File: config.mk
export PLATFORM = sky130hd
export DESIGN_NAME = rob_retire_ctrl
export DESIGN_NICKNAME = d
export VERILOG_FILES = /design/src/rtl/rcu_pkg.sv /design/src/rtl/rcu_slot_array.sv /design/src/rtl/rcu_retire_scan.sv /design/src/rtl/rcu_alloc_ctl.sv /design/src/rtl/rob_retire_ctrl.sv
export SDC_FILE = /design/constraint.sdc
export NUM_CORES = 1
export LEC_CHECK = 0
export ABC_AREA = 0
export BUFFER_PORTS_ARGS = -buffer_cell sky130_fd_sc_hd__buf_2
export CAP_MARGIN = 30
export CORE_ASPECT_RATIO = 0.6
export CORE_MARGIN = 4
export CORE_UTILIZATION = 24
export CTS_CLUSTER_DIAMETER = 50
export CTS_CLUSTER_SIZE = 40
export DETAILED_ROUTE_END_ITERATION = 6
export SLEW_MARGIN = 20
export SYNTH_ARGS = -nofsm -noshare
export SYNTH_HDL_FRONTEND = slang
export SYNTH_SLANG_ARGS = --single-unit
export TNS_END_PERCENT = 50
File: constraint.sdc
create_clock -name clk -period 9.25 [get_ports clk]
set_clock_uncertainty 0.05 [all_clocks]
set_input_delay 0.925 -clock clk [delete_from_list [all_inputs] [get_ports clk]]
set_output_delay 0.925 -clock clk [all_outputs]
set_load 0.02 [all_outputs]
File: src/rtl/rcu_pkg.sv
// Package rcu_pkg
// Shared helpers for the retire control block: ring stepping and wrap-around.
// Assumes every index it handles is below the ring size passed in.
package rcu_pkg;

    // Ring positions an instruction occupies: at least one, even for zero entries.
    function automatic int step_of(input int entries);
        return (entries == 0) ? 1 : entries;
    endfunction

    // Wrap an index sum back into the ring; the sum is always below twice the ring size.
    function automatic int wrap_slot(input int sum, input int ring);
        return (sum >= ring) ? (sum - ring) : sum;
    endfunction

endpackage

File: src/rtl/rcu_slot_array.sv
// Module rcu_slot_array
// Per-slot storage of the ring: occupied flag, executed flag, entry count and
// handle. Write, mark and clear never target the same slot in one cycle; the
// control logic guarantees this, and clear wins if they ever coincide.
module rcu_slot_array #(
    parameter int NSLOT    = 16,
    parameter int SLOT_W   = 4,
    parameter int CNT_W    = 4,
    parameter int HANDLE_W = 8
) (
    input  logic                               clk,
    input  logic                               rst_n,
    input  logic                               wr_en,
    input  logic [SLOT_W-1:0]                  wr_idx,
    input  logic [CNT_W-1:0]                   wr_cnt,
    input  logic [HANDLE_W-1:0]                wr_handle,
    input  logic                               mark_en,
    input  logic [SLOT_W-1:0]                  mark_idx,
    input  logic [NSLOT-1:0]                   clr_mask,
    output logic [NSLOT-1:0]                   occ,
    output logic [NSLOT-1:0]                   done,
    output logic [NSLOT-1:0][CNT_W-1:0]        cnt,
    output logic [NSLOT-1:0][HANDLE_W-1:0]     handle
);

    for (genvar s = 0; s < NSLOT; s++) begin : g_slot
        // Slot s: clear on retire, load on dispatch, set executed on completion.
        always_ff @(posedge clk) begin
            if (!rst_n) begin
                occ[s]    <= 1'b0;
                done[s]   <= 1'b0;
                cnt[s]    <= '0;
                handle[s] <= '0;
            end else if (clr_mask[s]) begin
                occ[s]    <= 1'b0;
                done[s]   <= 1'b0;
                cnt[s]    <= '0;
            end else if (wr_en && (int'(wr_idx) == s)) begin
                occ[s]    <= 1'b1;
                done[s]   <= 1'b0;
                cnt[s]    <= wr_cnt;
                handle[s] <= wr_handle;
            end else if (mark_en && (int'(mark_idx) == s)) begin
                done[s]   <= 1'b1;
            end
        end
    end

endmodule

File: src/rtl/rcu_retire_scan.sv
// Module rcu_retire_scan
// Combinational walk from the head along the ring, one stage per possible
// retirement. The run stops at the first slot that is empty or not executed.
// Reports the count, the slots to clear, the new head and what is freed.
module rcu_retire_scan #(
    parameter int NSLOT    = 16,
    parameter int SLOT_W   = 4,
    parameter int CNT_W    = 4,
    parameter int HANDLE_W = 8,
    parameter int LIMIT    = 2,
    parameter int RET_W    = 2,
    parameter int USED_W   = 5
) (
    input  logic [SLOT_W-1:0]              head,
    input  logic [NSLOT-1:0]               occ,
    input  logic [NSLOT-1:0]               done,
    input  logic [NSLOT-1:0][CNT_W-1:0]    cnt,
    input  logic [NSLOT-1:0][HANDLE_W-1:0] handle,
    output logic [RET_W-1:0]               ret_num,
    output logic [NSLOT-1:0]               clr_mask,
    output logic [SLOT_W-1:0]              head_next,
    output logic [CNT_W-1:0]               freed_entries,
    output logic [USED_W-1:0]              freed_slots,
    output logic [HANDLE_W-1:0]            first_handle
);
    import rcu_pkg::*;

    logic [SLOT_W-1:0] idx  [LIMIT+1];
    logic              go   [LIMIT];
    logic [LIMIT-1:0]  take;
    int                num_i, ent_i, pos_i;

    assign idx[0] = head;

    for (genvar g = 0; g < LIMIT; g++) begin : g_stage
        if (g == 0) begin : g_first
            assign go[g] = 1'b1;
        end else begin : g_rest
            assign go[g] = take[g-1];
        end
        assign take[g]  = go[g] & occ[idx[g]] & done[idx[g]];
        assign idx[g+1] = SLOT_W'(wrap_slot(int'(idx[g]) + step_of(int'(cnt[idx[g]])), NSLOT));
    end

    // Sum up the retiring run and build the clear mask.
    always_comb begin
        clr_mask  = '0;
        head_next = head;
        num_i     = 0;
        ent_i     = 0;
        pos_i     = 0;
        for (int i = 0; i < LIMIT; i++) begin
            if (take[i]) begin
                clr_mask[idx[i]] = 1'b1;
                head_next        = idx[i+1];
                num_i            = num_i + 1;
                ent_i            = ent_i + int'(cnt[idx[i]]);
                pos_i            = pos_i + step_of(int'(cnt[idx[i]]));
            end
        end
        ret_num       = RET_W'(num_i);
        freed_entries = CNT_W'(ent_i);
        freed_slots   = USED_W'(pos_i);
    end

    assign first_handle = handle[head];

endmodule

File: src/rtl/rcu_alloc_ctl.sv
// Module rcu_alloc_ctl
// Owns the head and tail pointers, the free-entry and used-position counters,
// and the error pulse. Clamps oversized requests to the buffer size and judges
// dispatch and completion legality. Assumes the retire scan's freed amounts
// never exceed what is allocated.
module rcu_alloc_ctl #(
    parameter int ENTRIES = 8,
    parameter int NSLOT   = 16,
    parameter int SLOT_W  = 4,
    parameter int CNT_W   = 4,
    parameter int USED_W  = 5,
    parameter int UOP_W   = 4
) (
    input  logic              clk,
    input  logic              rst_n,
    input  logic              disp_valid,
    input  logic [UOP_W-1:0]  disp_uops,
    input  logic              exec_valid,
    input  logic [SLOT_W-1:0] exec_token,
    input  logic [NSLOT-1:0]  occ,
    input  logic [NSLOT-1:0]  done,
    input  logic [SLOT_W-1:0] head_next,
    input  logic [CNT_W-1:0]  freed_entries,
    input  logic [USED_W-1:0] freed_slots,
    output logic [SLOT_W-1:0] head,
    output logic [SLOT_W-1:0] tail,
    output logic              disp_ready,
    output logic              disp_fire,
    output logic [CNT_W-1:0]  eff_cnt,
    output logic              mark_en,
    output logic [CNT_W-1:0]  free_cnt,
    output logic              err
);
    import rcu_pkg::*;

    logic [USED_W-1:0] used_q;
    int                req_i, step_i;

    // Clamp the request and decide whether it fits in entries and ring positions.
    always_comb begin
        req_i = int'(disp_uops);
        if (req_i > ENTRIES) req_i = ENTRIES;
        step_i     = step_of(req_i);
        eff_cnt    = CNT_W'(req_i);
        disp_ready = (int'(free_cnt) >= req_i) && ((NSLOT - int'(used_q)) >= step_i);
        disp_fire  = disp_valid & disp_ready;
    end

    // A completion is legal only on an occupied slot that has not executed yet.
    assign mark_en = exec_valid & occ[exec_token] & ~done[exec_token];

    // Pointer and counter update.
    always_ff @(posedge clk) begin
        if (!rst_n) begin
            head     <= '0;
            tail     <= '0;
            free_cnt <= CNT_W'(ENTRIES);
            used_q   <= '0;
        end else begin
            head     <= head_next;
            free_cnt <= CNT_W'(int'(free_cnt) + int'(freed_entries) - (disp_fire ? req_i : 0));
            used_q   <= USED_W'(int'(used_q) - int'(freed_slots) + (disp_fire ? step_i : 0));
            if (disp_fire)
                tail <= SLOT_W'(wrap_slot(int'(tail) + step_i, NSLOT));
        end
    end

    // One-cycle error pulse for a refused dispatch or an illegal completion.
    always_ff @(posedge clk) begin
        if (!rst_n) err <= 1'b0;
        else        err <= (disp_valid & ~disp_ready) | (exec_valid & ~mark_en);
    end

endmodule

File: src/rtl/rob_retire_ctrl.sv
// Module rob_retire_ctrl
// Reorder-buffer retire control. The ring has 2*ENTRIES slots, and a token is
// a slot index. Dispatched instructions are retired in order once executed,
// at most MAX_RETIRE per cycle (0 = no limit). The ret_* outputs announce the
// retirement that takes effect at the next clock edge.
// Assumes the completion stage only names tokens it received from dispatch.
module rob_retire_ctrl #(
    parameter int ENTRIES    = 8,
    parameter int MAX_RETIRE = 2,
    parameter int UOP_W      = 4,
    parameter int HANDLE_W   = 8
) (
    input  logic                                       clk,
    input  logic                                       rst_n,
    input  logic                                       disp_valid,
    input  logic [UOP_W-1:0]                           disp_uops,
    input  logic [HANDLE_W-1:0]                        disp_handle,
    output logic                                       disp_ready,
    output logic [$clog2(2*ENTRIES)-1:0]               disp_token,
    input  logic                                       exec_valid,
    input  logic [$clog2(2*ENTRIES)-1:0]               exec_token,
    output logic                                       ret_valid,
    output logic [$clog2(((MAX_RETIRE == 0) || (MAX_RETIRE > 2*ENTRIES) ? 2*ENTRIES : MAX_RETIRE)+1)-1:0] ret_count,
    output logic [HANDLE_W-1:0]                        ret_handle,
    output logic [$clog2(ENTRIES+1)-1:0]               free_entries,
    output logic                                       err
);
    localparam int NSLOT  = 2 * ENTRIES;
    localparam int SLOT_W = $clog2(NSLOT);
    localparam int CNT_W  = $clog2(ENTRIES + 1);
    localparam int USED_W = $clog2(NSLOT + 1);
    localparam int LIMIT  = ((MAX_RETIRE == 0) || (MAX_RETIRE > NSLOT)) ? NSLOT : MAX_RETIRE;
    localparam int RET_W  = $clog2(LIMIT + 1);

    logic [SLOT_W-1:0]              head, tail, head_next;
    logic                           disp_fire, mark_en;
    logic [CNT_W-1:0]               eff_cnt, freed_entries, free_cnt;
    logic [USED_W-1:0]              freed_slots;
    logic [NSLOT-1:0]               occ, done, clr_mask;
    logic [NSLOT-1:0][CNT_W-1:0]    cnt;
    logic [NSLOT-1:0][HANDLE_W-1:0] handle;
    logic [RET_W-1:0]               ret_num;

    rcu_alloc_ctl #(
        .ENTRIES(ENTRIES), .NSLOT(NSLOT), .SLOT_W(SLOT_W),
        .CNT_W(CNT_W), .USED_W(USED_W), .UOP_W(UOP_W)
    ) u_alloc (
        .clk(clk), .rst_n(rst_n),
        .disp_valid(disp_valid), .disp_uops(disp_uops),
        .exec_valid(exec_valid), .exec_token(exec_token),
        .occ(occ), .done(done),
        .head_next(head_next), .freed_entries(freed_entries), .freed_slots(freed_slots),
        .head(head), .tail(tail),
        .disp_ready(disp_ready), .disp_fire(disp_fire), .eff_cnt(eff_cnt),
        .mark_en(mark_en), .free_cnt(free_cnt), .err(err)
    );

    rcu_slot_array #(
        .NSLOT(NSLOT), .SLOT_W(SLOT_W), .CNT_W(CNT_W), .HANDLE_W(HANDLE_W)
    ) u_slots (
        .clk(clk), .rst_n(rst_n),
        .wr_en(disp_fire), .wr_idx(tail), .wr_cnt(eff_cnt), .wr_handle(disp_handle),
        .mark_en(mark_en), .mark_idx(exec_token),
        .clr_mask(clr_mask),
        .occ(occ), .done(done), .cnt(cnt), .handle(handle)
    );

    rcu_retire_scan #(
        .NSLOT(NSLOT), .SLOT_W(SLOT_W), .CNT_W(CNT_W), .HANDLE_W(HANDLE_W),
        .LIMIT(LIMIT), .RET_W(RET_W), .USED_W(USED_W)
    ) u_scan (
        .head(head), .occ(occ), .done(done), .cnt(cnt), .handle(handle),
        .ret_num(ret_num), .clr_mask(clr_mask), .head_next(head_next),
        .freed_entries(freed_entries), .freed_slots(freed_slots),
        .first_handle(ret_handle)
    );

    assign disp_token   = tail;
    assign free_entries = free_cnt;
    assign ret_count    = ret_num;
    assign ret_valid    = (ret_num != '0);

endmodule

==> metrics.md <==
| Metric | Value |
|---|---|
| Share of power burned in the clock network | `0.352` |
| Slew Limit Headroom | `0.3246` |
| DR DRC count | `0` |
| Peak VDD IR | `slightly above 100 uV` |
| Measured slew at the worst slew-check pin | `1.008 ns` |
| Global routing usage summed across all routing layers | `0.1371` |
| Growth of design area from synthesis to finish | `13.92%` |
| Vias in the first global route | `between 9000 and 10000` |
| Max Fclk | `about 0.13 GHz` |
| Clock Root Buffer | `sky130_fd_sc_hd__clkbuf_16` |
| P_int | `approximately 0.0018 W` |
| Cell with the biggest individual delay on the critical path | `sky130_fd_sc_hd__dfxtp_2` |
| Switching power of the nets | `around 0.00099 W` |
| Chip height | `between 150 and 200 um` |
| Port Buffers | `40` |
| Clock transition at the register clock pins on the worst setup and hold paths after CTS | `approximately 0.080 ns` |
| Area of the placeable core | `approximately 53000 um2` |
| Die Wd | `306.3 um` |
| Number of post-CTS setup repair buffers | `0` |
| Final setup viols | `0` |
| Max-cap violations | `0` |
| Worst Setup End Kind | `register` |
| Most used DFF post-synth | `sky130_fd_sc_hd__dfxtp_1` |
| Share of flip-flops with an asynchronous set or reset after synthesis | `0` |
| Post-route clock period utilization | `0.8632` |
| Warning count from the yosys run | `0` |
| Post-synthesis instance area | `approximately 13000 um2` |
| Data arrival time of the critical path | `8.33 ns` |
| Number of enable-type register cells in the synthesized netlist | `0` |
| Pleak | `between 5 and 6 nW` |
| DRC violation total after the first TritonRoute iteration | `approximately 970` |
| Most common library cell in the layout ignoring fill and taps | `sky130_fd_sc_hd__dfxtp_1` |
| Global-route wire length before repair | `just over 60 mm` |
| Final wirelength | `between 40 and 50 mm` |
| TritonCTS sink count | `between 200 and 250` |
| Buffers & Inverters on Critical Path | `5` |
| Source of the worst hold timing path | `u_slots.handle[107]` |
| Final Util | `0.2770` |
| Worst hold path class | `reg -> reg` |
| Number of antenna violations at the first check in global routing | `0` |
| Num ports | `41` |
| Net count after synthesis | `around 1400` |
| Detailed-router iteration count before antenna repair | `5` |
| Largest net degree at the start of global routing | `a little under 70` |
| Final net count | `approximately 1400` |
| Final HPWL DP | `30.64 mm` |
| Biggest cell delay along the critical path | `around 0.75 ns` |
| Clock tree from TritonCTS | `done` |
| Global placement routability congestion | `a little over 0.9` |
| Resized cells post-CTS | `0` |
| Die outline area | `57270 um2` |
| Clock latency at the later pin of the worst-skew pair | `between 0.5 and 0.6 ns` |
| Worst endpoint required time | `9.59 ns` |
| Post-layout min period | `7.985 ns` |
| Final routed wire length divided by cell count | `around 20 um` |
| Peak fanout along the critical path | `43` |
| Comb power frac | `0.249` |
| Number of buffers added by the clock tree synthesis step | `21` |
| Buffers from clock root to sink, at most | `3` |
| Via/cell ratio | `between 5 and 6` |
| Startpoint-to-endpoint class of the critical path | `reg -> reg` |
| Final Slew Violations | `0` |
| Number of hold-slack violations in the final timing report | `0` |
| Portion of total power attributed to sequential cells | `0.399` |
| Run status | `completed` |
| Count of state elements after synthesis | `around 240` |
| Startpoint of the most critical register-to-register path | `u_alloc.head[1]` |
| Maximum level of the CTS H-tree | `1` |
| Number of placement rows | `65` |
| FF-to-FF setup slack | `1.27 ns` |
| Commonest non-fill, non-tap cells in the layout | `sky130_fd_sc_hd__dfxtp_1, sky130_fd_sc_hd__nand2_1, sky130_fd_sc_hd__mux2i_1` |
| CTS hold repair buffers | `0` |
| Cell family contributing the most delay on the critical path | `adder cells` |
| Share of synthesized area occupied by flip-flops and latches | `0.3781` |
| Number of distinct library cells after synthesis | `65` |
| First element of the critical path | `u_alloc.head[1]` |
| Setup_tns | `0 ns` |
| Number of antenna repair diodes | `0` |
| Post-route ant nets | `0` |
| Fraction of layout cells with a size suffix above 1 | `0.1601` |
| Launching element type of the critical path | `register` |
| Mean post-synth cell area | `a little under 10 um2` |
| Vias after detailed routing | `slightly above 10000` |
| Unrepaired setup endpoints after global routing | `false` |
| Switching part of the total power | `0.3494` |
| Global-route congestion overflow total | `0` |
| Initial Util | `0.2431` |
| Instance count of the mapped netlist | `roughly 1300` |
| Power per Cell Area | `about 200 nW/um2` |
## flip-flops by register name, summed over array words and instances (netlist names)
name / count
u_alloc.free_cnt: 4
u_alloc.used_q: 5
u_slots.cnt: 64
u_alloc.err: 1
u_alloc.head: 4
u_slots.handle: 128
u_slots.done: 16
u_slots.occ: 16
u_alloc.tail: 4
## final cells by class
class | instances | area [um2]
Clock buffer | 23 | 543.0
Clock inverter | 15 | 236.5
Fill cell | 5550 | 38100
Inverter | 45 | 168.9
Multi-Input combinational cell | 947 | 7522
Sequential cell | 242 | 4850
Tap cell | 703 | 879.6
Timing Repair Buffer | 65 | 397.9
## power groups by stage
stage / Clock (W) / Sequential, W / Combinational (W)
floorplan: 0 / 0.00115 / 0.000502
global route: 0.00106 / 0.00114 / 0.000775
CTS: 0.00102 / 0.00113 / 0.000705
global placement: 0 / 0.00116 / 0.000689
detailed placement: 0 / 0.00116 / 0.000701
finish: 0.00100 / 0.00113 / 0.000707
## cells by family after synthesis
group | share of synthesized area
buffers and inverters | 0.03593
xor gates and xnor gates | 0.01367
and+or+nand+nor | 0.1616
muxes | 0.2785
adders and majority gates | 0.05029
AOI/OAI and AO/OA | 0.08193
DFF | 0.3781
## Yosys cell counts, types with 5 or more instances
cell type,n,area [um2]
sky130_fd_sc_hd__a211oi_1,5,37.54
sky130_fd_sc_hd__buf_1,9,33.78
sky130_fd_sc_hd__o221ai_2,5,75.07
sky130_fd_sc_hd__nand2_1,223,837.1
sky130_fd_sc_hd__a21o_1,13,97.59
sky130_fd_sc_hd__xor2_1,5,43.79
sky130_fd_sc_hd__o311ai_0,6,52.55
sky130_fd_sc_hd__o221ai_1,5,43.79
sky130_fd_sc_hd__nor2b_1,9,56.30
sky130_fd_sc_hd__or2_2,7,43.79
sky130_fd_sc_hd__nor2_1,110,412.9
sky130_fd_sc_hd__nor3_1,35,175.2
sky130_fd_sc_hd__nand3b_1,7,52.55
sky130_fd_sc_hd__a31oi_1,5,31.28
sky130_fd_sc_hd__clkbuf_1,59,221.5
sky130_fd_sc_hd__and2_1,6,37.54
sky130_fd_sc_hd__fa_1,11,220.2
sky130_fd_sc_hd__and3_1,7,43.79
sky130_fd_sc_hd__o21ai_0,32,160.2
sky130_fd_sc_hd__mux4_2,81,1824
sky130_fd_sc_hd__nand3_1,32,160.2
sky130_fd_sc_hd__buf_2,5,25.02
sky130_fd_sc_hd__mux2i_1,172,1722
sky130_fd_sc_hd__inv_1,41,153.9
sky130_fd_sc_hd__ha_1,33,412.9
sky130_fd_sc_hd__nand2b_1,7,43.79
sky130_fd_sc_hd__nor3b_1,6,45.04
sky130_fd_sc_hd__dfxtp_1,242,4845
sky130_fd_sc_hd__a21oi_1,53,265.3
sky130_fd_sc_hd__xnor2_1,15,131.4
## metal layers
layer	track usage	routed length (um)	part of all wire	vias up
li1	-	-	-	4744
met1	0.2174	20490	0.51	5165
met2	0.1842	15810	0.39	397
met3	0.03825	3535	0.087	40
met4	0.01963	567	0.014	0
met5	0	0	0	-
## worst min-delay path, cell delays in order (launching register included)
cell and delay [ns]:
sky130_fd_sc_hd__dfxtp_1 0.31, sky130_fd_sc_hd__nand2_1 0.05, sky130_fd_sc_hd__mux2i_1 0.05
## final timing paths
check / endpoint / depth (start not counted)
setup / recovery: u_alloc.used_q[4] / 25
setup reg to reg: u_alloc.used_q[4] / 25
hold reg to reg: u_slots.handle[107] / 2
hold / removal: u_slots.handle[107] / 2
## metrics by stage
step	hold slack, ns	cells	setup slack, ns	cell area, um2	total power [W]
after floorplan	0.3818	1308	1.548	12810	0.001649
after detailed placement	0.4000	2002	1.397	13820	0.001858
after global routing	0.4253	2040	0.7902	14600	0.002976
final	0.4108	2040	1.265	14600	0.002840
after CTS	0.4111	2040	1.371	14600	0.002855
after global placement	0.3887	2001	1.540	13800	0.001844
(Power assumes the default switching activity.)
